## config.mk

```make
export PLATFORM = sky130hd
export DESIGN_NAME = residency_monitor
export DESIGN_NICKNAME = d
export VERILOG_FILES = /design/src/rtl/resmon_pkg.sv /design/src/rtl/resmon_ctrl.sv /design/src/rtl/resmon_datapath.sv /design/src/rtl/residency_monitor.sv
export SDC_FILE = /design/constraint.sdc
export NUM_CORES = 1
export LEC_CHECK = 0
export BUFFER_PORTS_ARGS = -buffer_cell sky130_fd_sc_hd__buf_2
export CAP_MARGIN = 20
export CORE_MARGIN = 5
export CORE_UTILIZATION = 28
export DETAILED_ROUTE_END_ITERATION = 10
export PLACE_DENSITY = 0.55
export SETUP_SLACK_MARGIN = 0.4
export SLEW_MARGIN = 20
export SYNTH_ARGS = -nofsm -noshare
export SYNTH_HDL_FRONTEND = slang
export SYNTH_SLANG_ARGS = --single-unit
```

## constraint.sdc

```tcl
create_clock -name clk -period 4.7 [get_ports clk]
set_input_delay 0.235 -clock clk [delete_from_list [all_inputs] [get_ports clk]]
set_output_delay 0.235 -clock clk [all_outputs]
set_load 0.02 [all_outputs]
```

## src/rtl/resmon_pkg.sv

```systemverilog
package resmon_pkg;

  // Strobes the control hands to the datapath each cycle.
  typedef struct packed {
    logic report;  // release line repLine and report it if resident
    logic fill;    // start a new residency on fillLine
    logic access;  // count a reference on accLine
  } strobe_t;

  // Length-to-bin mapping: highest set bit position + 1, capped at the top bin.
  function automatic int unsigned bin_of(input logic [31:0] len, input int unsigned numBins);
    int unsigned b;
    b = 0;
    for (int i = 0; i < 32; i++) begin
      if (len[i]) b = i + 1;
    end
    if (b > numBins - 1) b = numBins - 1;
    return b;
  endfunction

endpackage

```

## src/rtl/resmon_ctrl.sv

```systemverilog
module resmon_ctrl
  import resmon_pkg::*;
#(
  parameter int LINES  = 8,
  parameter int LINE_W = 3
) (
  input  logic              clk,
  input  logic              rstN,
  input  logic              accValid,
  input  logic              fillValid,
  input  logic              evictValid,
  input  logic [LINE_W-1:0] evictLine,
  input  logic              flushReq,
  output strobe_t           stb,
  output logic [LINE_W-1:0] repLine,
  output logic              walking,
  output logic              flushDone
);

  logic [LINE_W-1:0] walkIdx;
  logic              blockIn;

  always_ff @(posedge clk) begin
    if (!rstN) begin
      walking   <= 1'b0;
      walkIdx   <= '0;
      flushDone <= 1'b0;
    end else begin
      flushDone <= 1'b0;
      if (walking) begin
        if (walkIdx == LINE_W'(LINES - 1)) begin
          walking   <= 1'b0;
          walkIdx   <= '0;
          flushDone <= 1'b1;
        end else begin
          walkIdx <= walkIdx + 1'b1;
        end
      end else if (flushReq) begin
        walking <= 1'b1;
        walkIdx <= '0;
      end
    end
  end

  always_comb begin
    blockIn    = walking | flushReq;
    stb.report = walking | (evictValid & ~blockIn);
    stb.fill   = fillValid & ~blockIn;
    stb.access = accValid & ~blockIn;
    repLine    = walking ? walkIdx : evictLine;
  end

endmodule

```

## src/rtl/resmon_datapath.sv

```systemverilog
module resmon_datapath
  import resmon_pkg::*;
#(
  parameter int LINES    = 8,
  parameter int LINE_W   = 3,
  parameter int CNT_W    = 8,
  parameter int NUM_BINS = 6,
  parameter int BIN_W    = 3,
  parameter int HCNT_W   = 16,
  parameter int MASS_W   = 20
) (
  input  logic              clk,
  input  logic              rstN,
  input  strobe_t           stb,
  input  logic [LINE_W-1:0] repLine,
  input  logic [LINE_W-1:0] fillLine,
  input  logic [LINE_W-1:0] accLine,
  input  logic [BIN_W-1:0]  histSel,
  output logic              resValid,
  output logic [CNT_W-1:0]  resLen,
  output logic [HCNT_W-1:0] histCount,
  output logic [MASS_W-1:0] histMass
);

  localparam logic [CNT_W-1:0]  CNT_MAX  = '1;
  localparam logic [HCNT_W-1:0] HCNT_MAX = '1;
  localparam logic [MASS_W-1:0] MASS_MAX = '1;

  logic [CNT_W-1:0]  lineCnt   [LINES];
  logic              lineValid [LINES];
  logic [HCNT_W-1:0] binCount  [NUM_BINS];
  logic [MASS_W-1:0] binMass   [NUM_BINS];

  logic              repHit;
  logic [CNT_W-1:0]  repVal;
  logic [BIN_W-1:0]  repBin;

  always_comb begin
    repHit = 1'b0;
    repVal = '0;
    for (int i = 0; i < LINES; i++) begin
      if (repLine == LINE_W'(i)) begin
        repHit = stb.report & lineValid[i];
        repVal = lineCnt[i];
      end
    end
    repBin = BIN_W'(bin_of(32'(repVal), NUM_BINS));
  end

  // Per-line residency state.
  for (genvar g = 0; g < LINES; g++) begin : gLine
    logic             killHere, fillHere, accHere, nextValid;
    logic [CNT_W-1:0] baseCnt, nextCnt;

    always_comb begin
      killHere  = stb.report & (repLine == LINE_W'(g));
      fillHere  = stb.fill & (fillLine == LINE_W'(g));
      accHere   = stb.access & (accLine == LINE_W'(g));
      nextValid = (lineValid[g] & ~killHere) | fillHere;
      baseCnt   = fillHere ? '0 : lineCnt[g];
      nextCnt   = (accHere && nextValid && baseCnt != CNT_MAX) ? baseCnt + 1'b1 : baseCnt;
    end

    always_ff @(posedge clk) begin
      if (!rstN) begin
        lineValid[g] <= 1'b0;
        lineCnt[g]   <= '0;
      end else begin
        lineValid[g] <= nextValid;
        lineCnt[g]   <= nextCnt;
      end
    end
  end

  // Histogram bins.
  for (genvar b = 0; b < NUM_BINS; b++) begin : gBin
    logic [MASS_W:0] massSum;
    assign massSum = {1'b0, binMass[b]} + (MASS_W + 1)'(repVal);

    always_ff @(posedge clk) begin
      if (!rstN) begin
        binCount[b] <= '0;
        binMass[b]  <= '0;
      end else if (repHit && repBin == BIN_W'(b)) begin
        if (binCount[b] != HCNT_MAX) binCount[b] <= binCount[b] + 1'b1;
        binMass[b] <= massSum[MASS_W] ? MASS_MAX : massSum[MASS_W-1:0];
      end
    end
  end

  always_ff @(posedge clk) begin
    if (!rstN) begin
      resValid <= 1'b0;
      resLen   <= '0;
    end else begin
      resValid <= repHit;
      resLen   <= repVal;
    end
  end

  always_comb begin
    histCount = '0;
    histMass  = '0;
    for (int b = 0; b < NUM_BINS; b++) begin
      if (histSel == BIN_W'(b)) begin
        histCount = binCount[b];
        histMass  = binMass[b];
      end
    end
  end

endmodule

```

## src/rtl/residency_monitor.sv

```systemverilog
module residency_monitor
  import resmon_pkg::*;
#(
  parameter int LINES    = 8,
  parameter int CNT_W    = 8,
  parameter int NUM_BINS = 6,
  parameter int HCNT_W   = 16,
  parameter int MASS_W   = 20,
  localparam int LINE_W  = (LINES > 1) ? $clog2(LINES) : 1,
  localparam int BIN_W   = (NUM_BINS > 1) ? $clog2(NUM_BINS + 1) : 1
) (
  input  logic              clk,
  input  logic              rstN,
  input  logic              accValid,
  input  logic [LINE_W-1:0] accLine,
  input  logic              fillValid,
  input  logic [LINE_W-1:0] fillLine,
  input  logic              evictValid,
  input  logic [LINE_W-1:0] evictLine,
  input  logic              flushReq,
  input  logic [BIN_W-1:0]  histSel,
  output logic              resValid,
  output logic [CNT_W-1:0]  resLen,
  output logic              flushDone,
  output logic [HCNT_W-1:0] histCount,
  output logic [MASS_W-1:0] histMass
);

  strobe_t           stb;
  logic [LINE_W-1:0] repLine;
  logic              walking;

  resmon_ctrl #(.LINES(LINES), .LINE_W(LINE_W)) uCtrl (
    .clk(clk), .rstN(rstN),
    .accValid(accValid), .fillValid(fillValid),
    .evictValid(evictValid), .evictLine(evictLine),
    .flushReq(flushReq),
    .stb(stb), .repLine(repLine), .walking(walking), .flushDone(flushDone)
  );

  resmon_datapath #(
    .LINES(LINES), .LINE_W(LINE_W), .CNT_W(CNT_W), .NUM_BINS(NUM_BINS),
    .BIN_W(BIN_W), .HCNT_W(HCNT_W), .MASS_W(MASS_W)
  ) uDp (
    .clk(clk), .rstN(rstN), .stb(stb), .repLine(repLine),
    .fillLine(fillLine), .accLine(accLine), .histSel(histSel),
    .resValid(resValid), .resLen(resLen),
    .histCount(histCount), .histMass(histMass)
  );

endmodule

```

==> impl_metrics.py <==
metrics = {
    "final_layout": {
        "antenna_cells": 0,
        "fillers": 6950,
        "final_layout_size_suffix_gt1_share_pct": 13.3,
        "fin_util_pct": 33.0,
        "fin_nets": 2197,
        "areaGrowthSynthToFinish_pct": 16.3,
    },
    "pwr": {
        "ir_worst_vdd_mv": 0.204,
        "powerDensity_nw_per_um2": 294,
        "p_leak_nw": 8.19,
    },
    "clock_tree": {
        "cts_tree": "built",
        "clockRootBuffer": "clkbuf_16",
        "numCtsBuffers": 37,
        "insertion_delay_ns": 0.56,
        "path_clk_slew_ns": 0.06,
        "htree_levels": 2,
        "clkSinkCount": 302,
        "clk_path_buf_depth": 3,
    },
    "logic_synthesis": {
        "ys_seq_area_share_pct": 42.9,
        "yosysMostFrequentCell": "nor2_1",
        "yosys_most_used_dff": "edfxtp_1",
        "synth_edf_count": 216,
        "syn_area_sq_um": 19200,
        "syn_avg_cell_area_sq_um": 9.51,
        "synth_top_area_share_pct": 33.9,
        "synthTopCellsByArea": "edfxtp_1, dfxtp_1, xor2_1, nor2_1, a21oi_1",
        "yosysTopAreaCell": "edfxtp_1",
        "synth_cells": 2013,
        "syn-num-nets": 2101,
        "ys_ff_latch": 302,
        "synth.top_cells.by_count": "nor2_1, edfxtp_1, a21oi_1",
        "yosysUniqueCellTypes": 76,
        "async_reset_ff_share_pct": 0,
        "ys_warn_count": 0,
    },
    "die": {
        "die_w_um": 272,
        "core_area_sq_um": 67500,
        "io_pins": 64,
        "dieArea_sq_um": 73700,
        "start_util_pct": 28.4,
        "die_h_um": 272,
        "rows": 95,
    },
    "placed_design": {
        "post-place-ws_ns": 0.136,
        "routabilityCongestion": 0.906,
        "io_buffer_count": 63,
        "dp_hpwl_mm": 41.1,
    },
    "sta": {
        "fin_skew_ns": 0.0403,
        "fmax_ghz": 0.239,
        "min_period_ns": 4.18,
        "fin_crit_sh_pct": 88.9,
        "relSlewSlack_pct": 40.2,
        "hold_viol_final": 0,
        "rsz0062_at_grt": "no",
        "maxSlewViolCount": 0,
        "worstMarginPinSlew_ns": 0.897,
        "setup-violations-final": 0,
        "fin_tns_setup_ns": 0,
        "setup_ws_ns": 0.520,
    },
    "routing": {
        "num_vias": 15850,
        "firstDrtPassIters": 5,
        "viasPerCell": 5.27,
        "drt_wl_total_mm": 56.6,
        "first_iter_violations": 1089,
        "route.detailed.drc": 0,
        "avgRoutedWirePerCell_um": 18.8,
        "antenna_left": 0,
    },
    "global_routing": {
        "grt_overflow": 0,
        "antenna_found_initial": 0,
        "grt_usage_pct": 14.7,
        "grt_max_degree": 43,
        "grt_pass1_vias": 15442,
        "grt_pass1_wl_mm": 88.2,
    },
    "setup_path": {
        "arrival_ns": 4.45,
        "cp-end-kind": "flip-flop",
        "cp-start-kind": "flip-flop",
        "required_ns": 4.97,
        "worstPathMaxFanout": 20,
        "critPathKind": "flip-flop to flip-flop",
    },
    "run": {
        "maxCapViolCount": 0,
    },
    "min_path": {
        "min_path_type": "input port to flip-flop",
    },
    "status": {
        "status": "finished, final reports clean",
    },
}
==> per-layer routing <==
| metal | vias to the layer above | track usage, % | part of all wire [%] |
|---|---|---|---|
| met5 | - | 0 | 0 |
| met4 | 0 | 4.93 | 3.2 |
| met3 | 109 | 2.19 | 4.9 |
| met2 | 442 | 24.5 | 47 |
| met1 | 7701 | 19.7 | 44 |
| li1 | 7598 | - | - |
==> sequential cells by signal, indices dropped and copies added (netlist names) <==
name,cells
uDp.binMass,120
uCtrl.flushDone,1
uDp.lineCnt,64
uCtrl.walkIdx,3
uCtrl.walking,1
uDp.lineValid,8
uDp.binCount,96
uDp.resLen,8
uDp.resValid,1
==> repair_timing <==
| item | CTS | global route |
|---|---|---|
| pin swaps | 0 | 9 |
| hold buffers | 0 | 0 |
| buffers inserted | 2 | 17 |
| gates cloned | 1 | 1 |
| endpoints found under the setup margin | 86 | 127 |
| resized for setup | 12 | 46 |
==> placed cells by master, fill, tap and decap left out, types with 55 or more instances in the layout <==
cell type,netlist,routed
nor2_1,252,251
ha_1,64,62
dfxtp_1,86,83
buf_4,5,66
buf_2,9,62
and3_1,73,73
mux2i_1,81,79
edfxtp_1,216,216
xnor2_1,82,82
nor3_1,55,55
xor2_1,123,123
inv_1,62,59
nand3_1,93,90
nand2_1,164,163
a21oi_1,175,175
==> power breakdown <==
group	switching, mW	internal (mW)
Clock	1.15	1.59
Combinational	0.499	0.292
Sequential	0.0871	2.92
==> kinds of logic (layout without fill, tap and decap cells) <==
family                     Yosys count  after routing  share of synthesized area, %
AOI/OAI and AO/OA                  390            390                          13.2
xor gates and xnor gates           205            205                          9.37
adders and majority gates           70             70                          4.81
buffers and inverters              143            261                          3.00
DFF                                302            302                          42.9
muxes                              100            101                          6.31
and+or+nand+nor                    803            803                          20.5
==> final timing paths <==
check	from	end	cells past startpoint	slack (ns)
worst max-delay path	uCtrl.walking	uDp.binMass[0][11]	16	0.52
worst min-delay path	flushReq	uCtrl.walking	3	0.06
worst max register to register	uCtrl.walking	uDp.binMass[0][11]	16	0.52
worst min register to register	uDp.lineCnt[0][28]	uDp.lineCnt[0][28]	2	0.55
==> stage by stage <==
step | instances | hold WS [ns] | power [mW] | area, sq um
after floorplan | 2013 | 0.389 | 3.54 | 19200
after global placement | 2920 | 0.525 | 3.79 | 20700
after detailed placement | 2922 | 0.534 | 3.80 | 20700
after CTS | 2987 | 0.0290 | 6.59 | 21900
after global routing | 3005 | 0.0676 | 6.81 | 22300
final | 3005 | 0.0593 | 6.54 | 22300
==> critical path: stages, from the launching register on <==
cell       delay (ns)
dfxtp_2          0.37
buf_12           0.17
mux2_4           0.41
nor2_1           0.13
o22ai_1          0.13
o31ai_4          0.49
inv_4            0.15
ha_1             0.38
a211oi_1         0.27
o21bai_1         0.15
a2111oi_2        0.41
buf_4            0.19
nor4b_2          0.04
buf_4            0.16
nand3_1          0.10
buf_4            0.21
a311oi_1         0.11
==> cell type report <==
class,count,area [sq um],share of cell area (%)
Inverter,66,256,1.15
Tap cell,873,1090,4.90
Clock buffer,50,1040,4.66
Timing Repair Buffer,133,897,4.03
Sequential cell,302,8210,36.9
Multi-Input combinational cell,1569,10700,48.0
Clock inverter,12,88.8,0.399
Power figures use the tool's default switching activity.
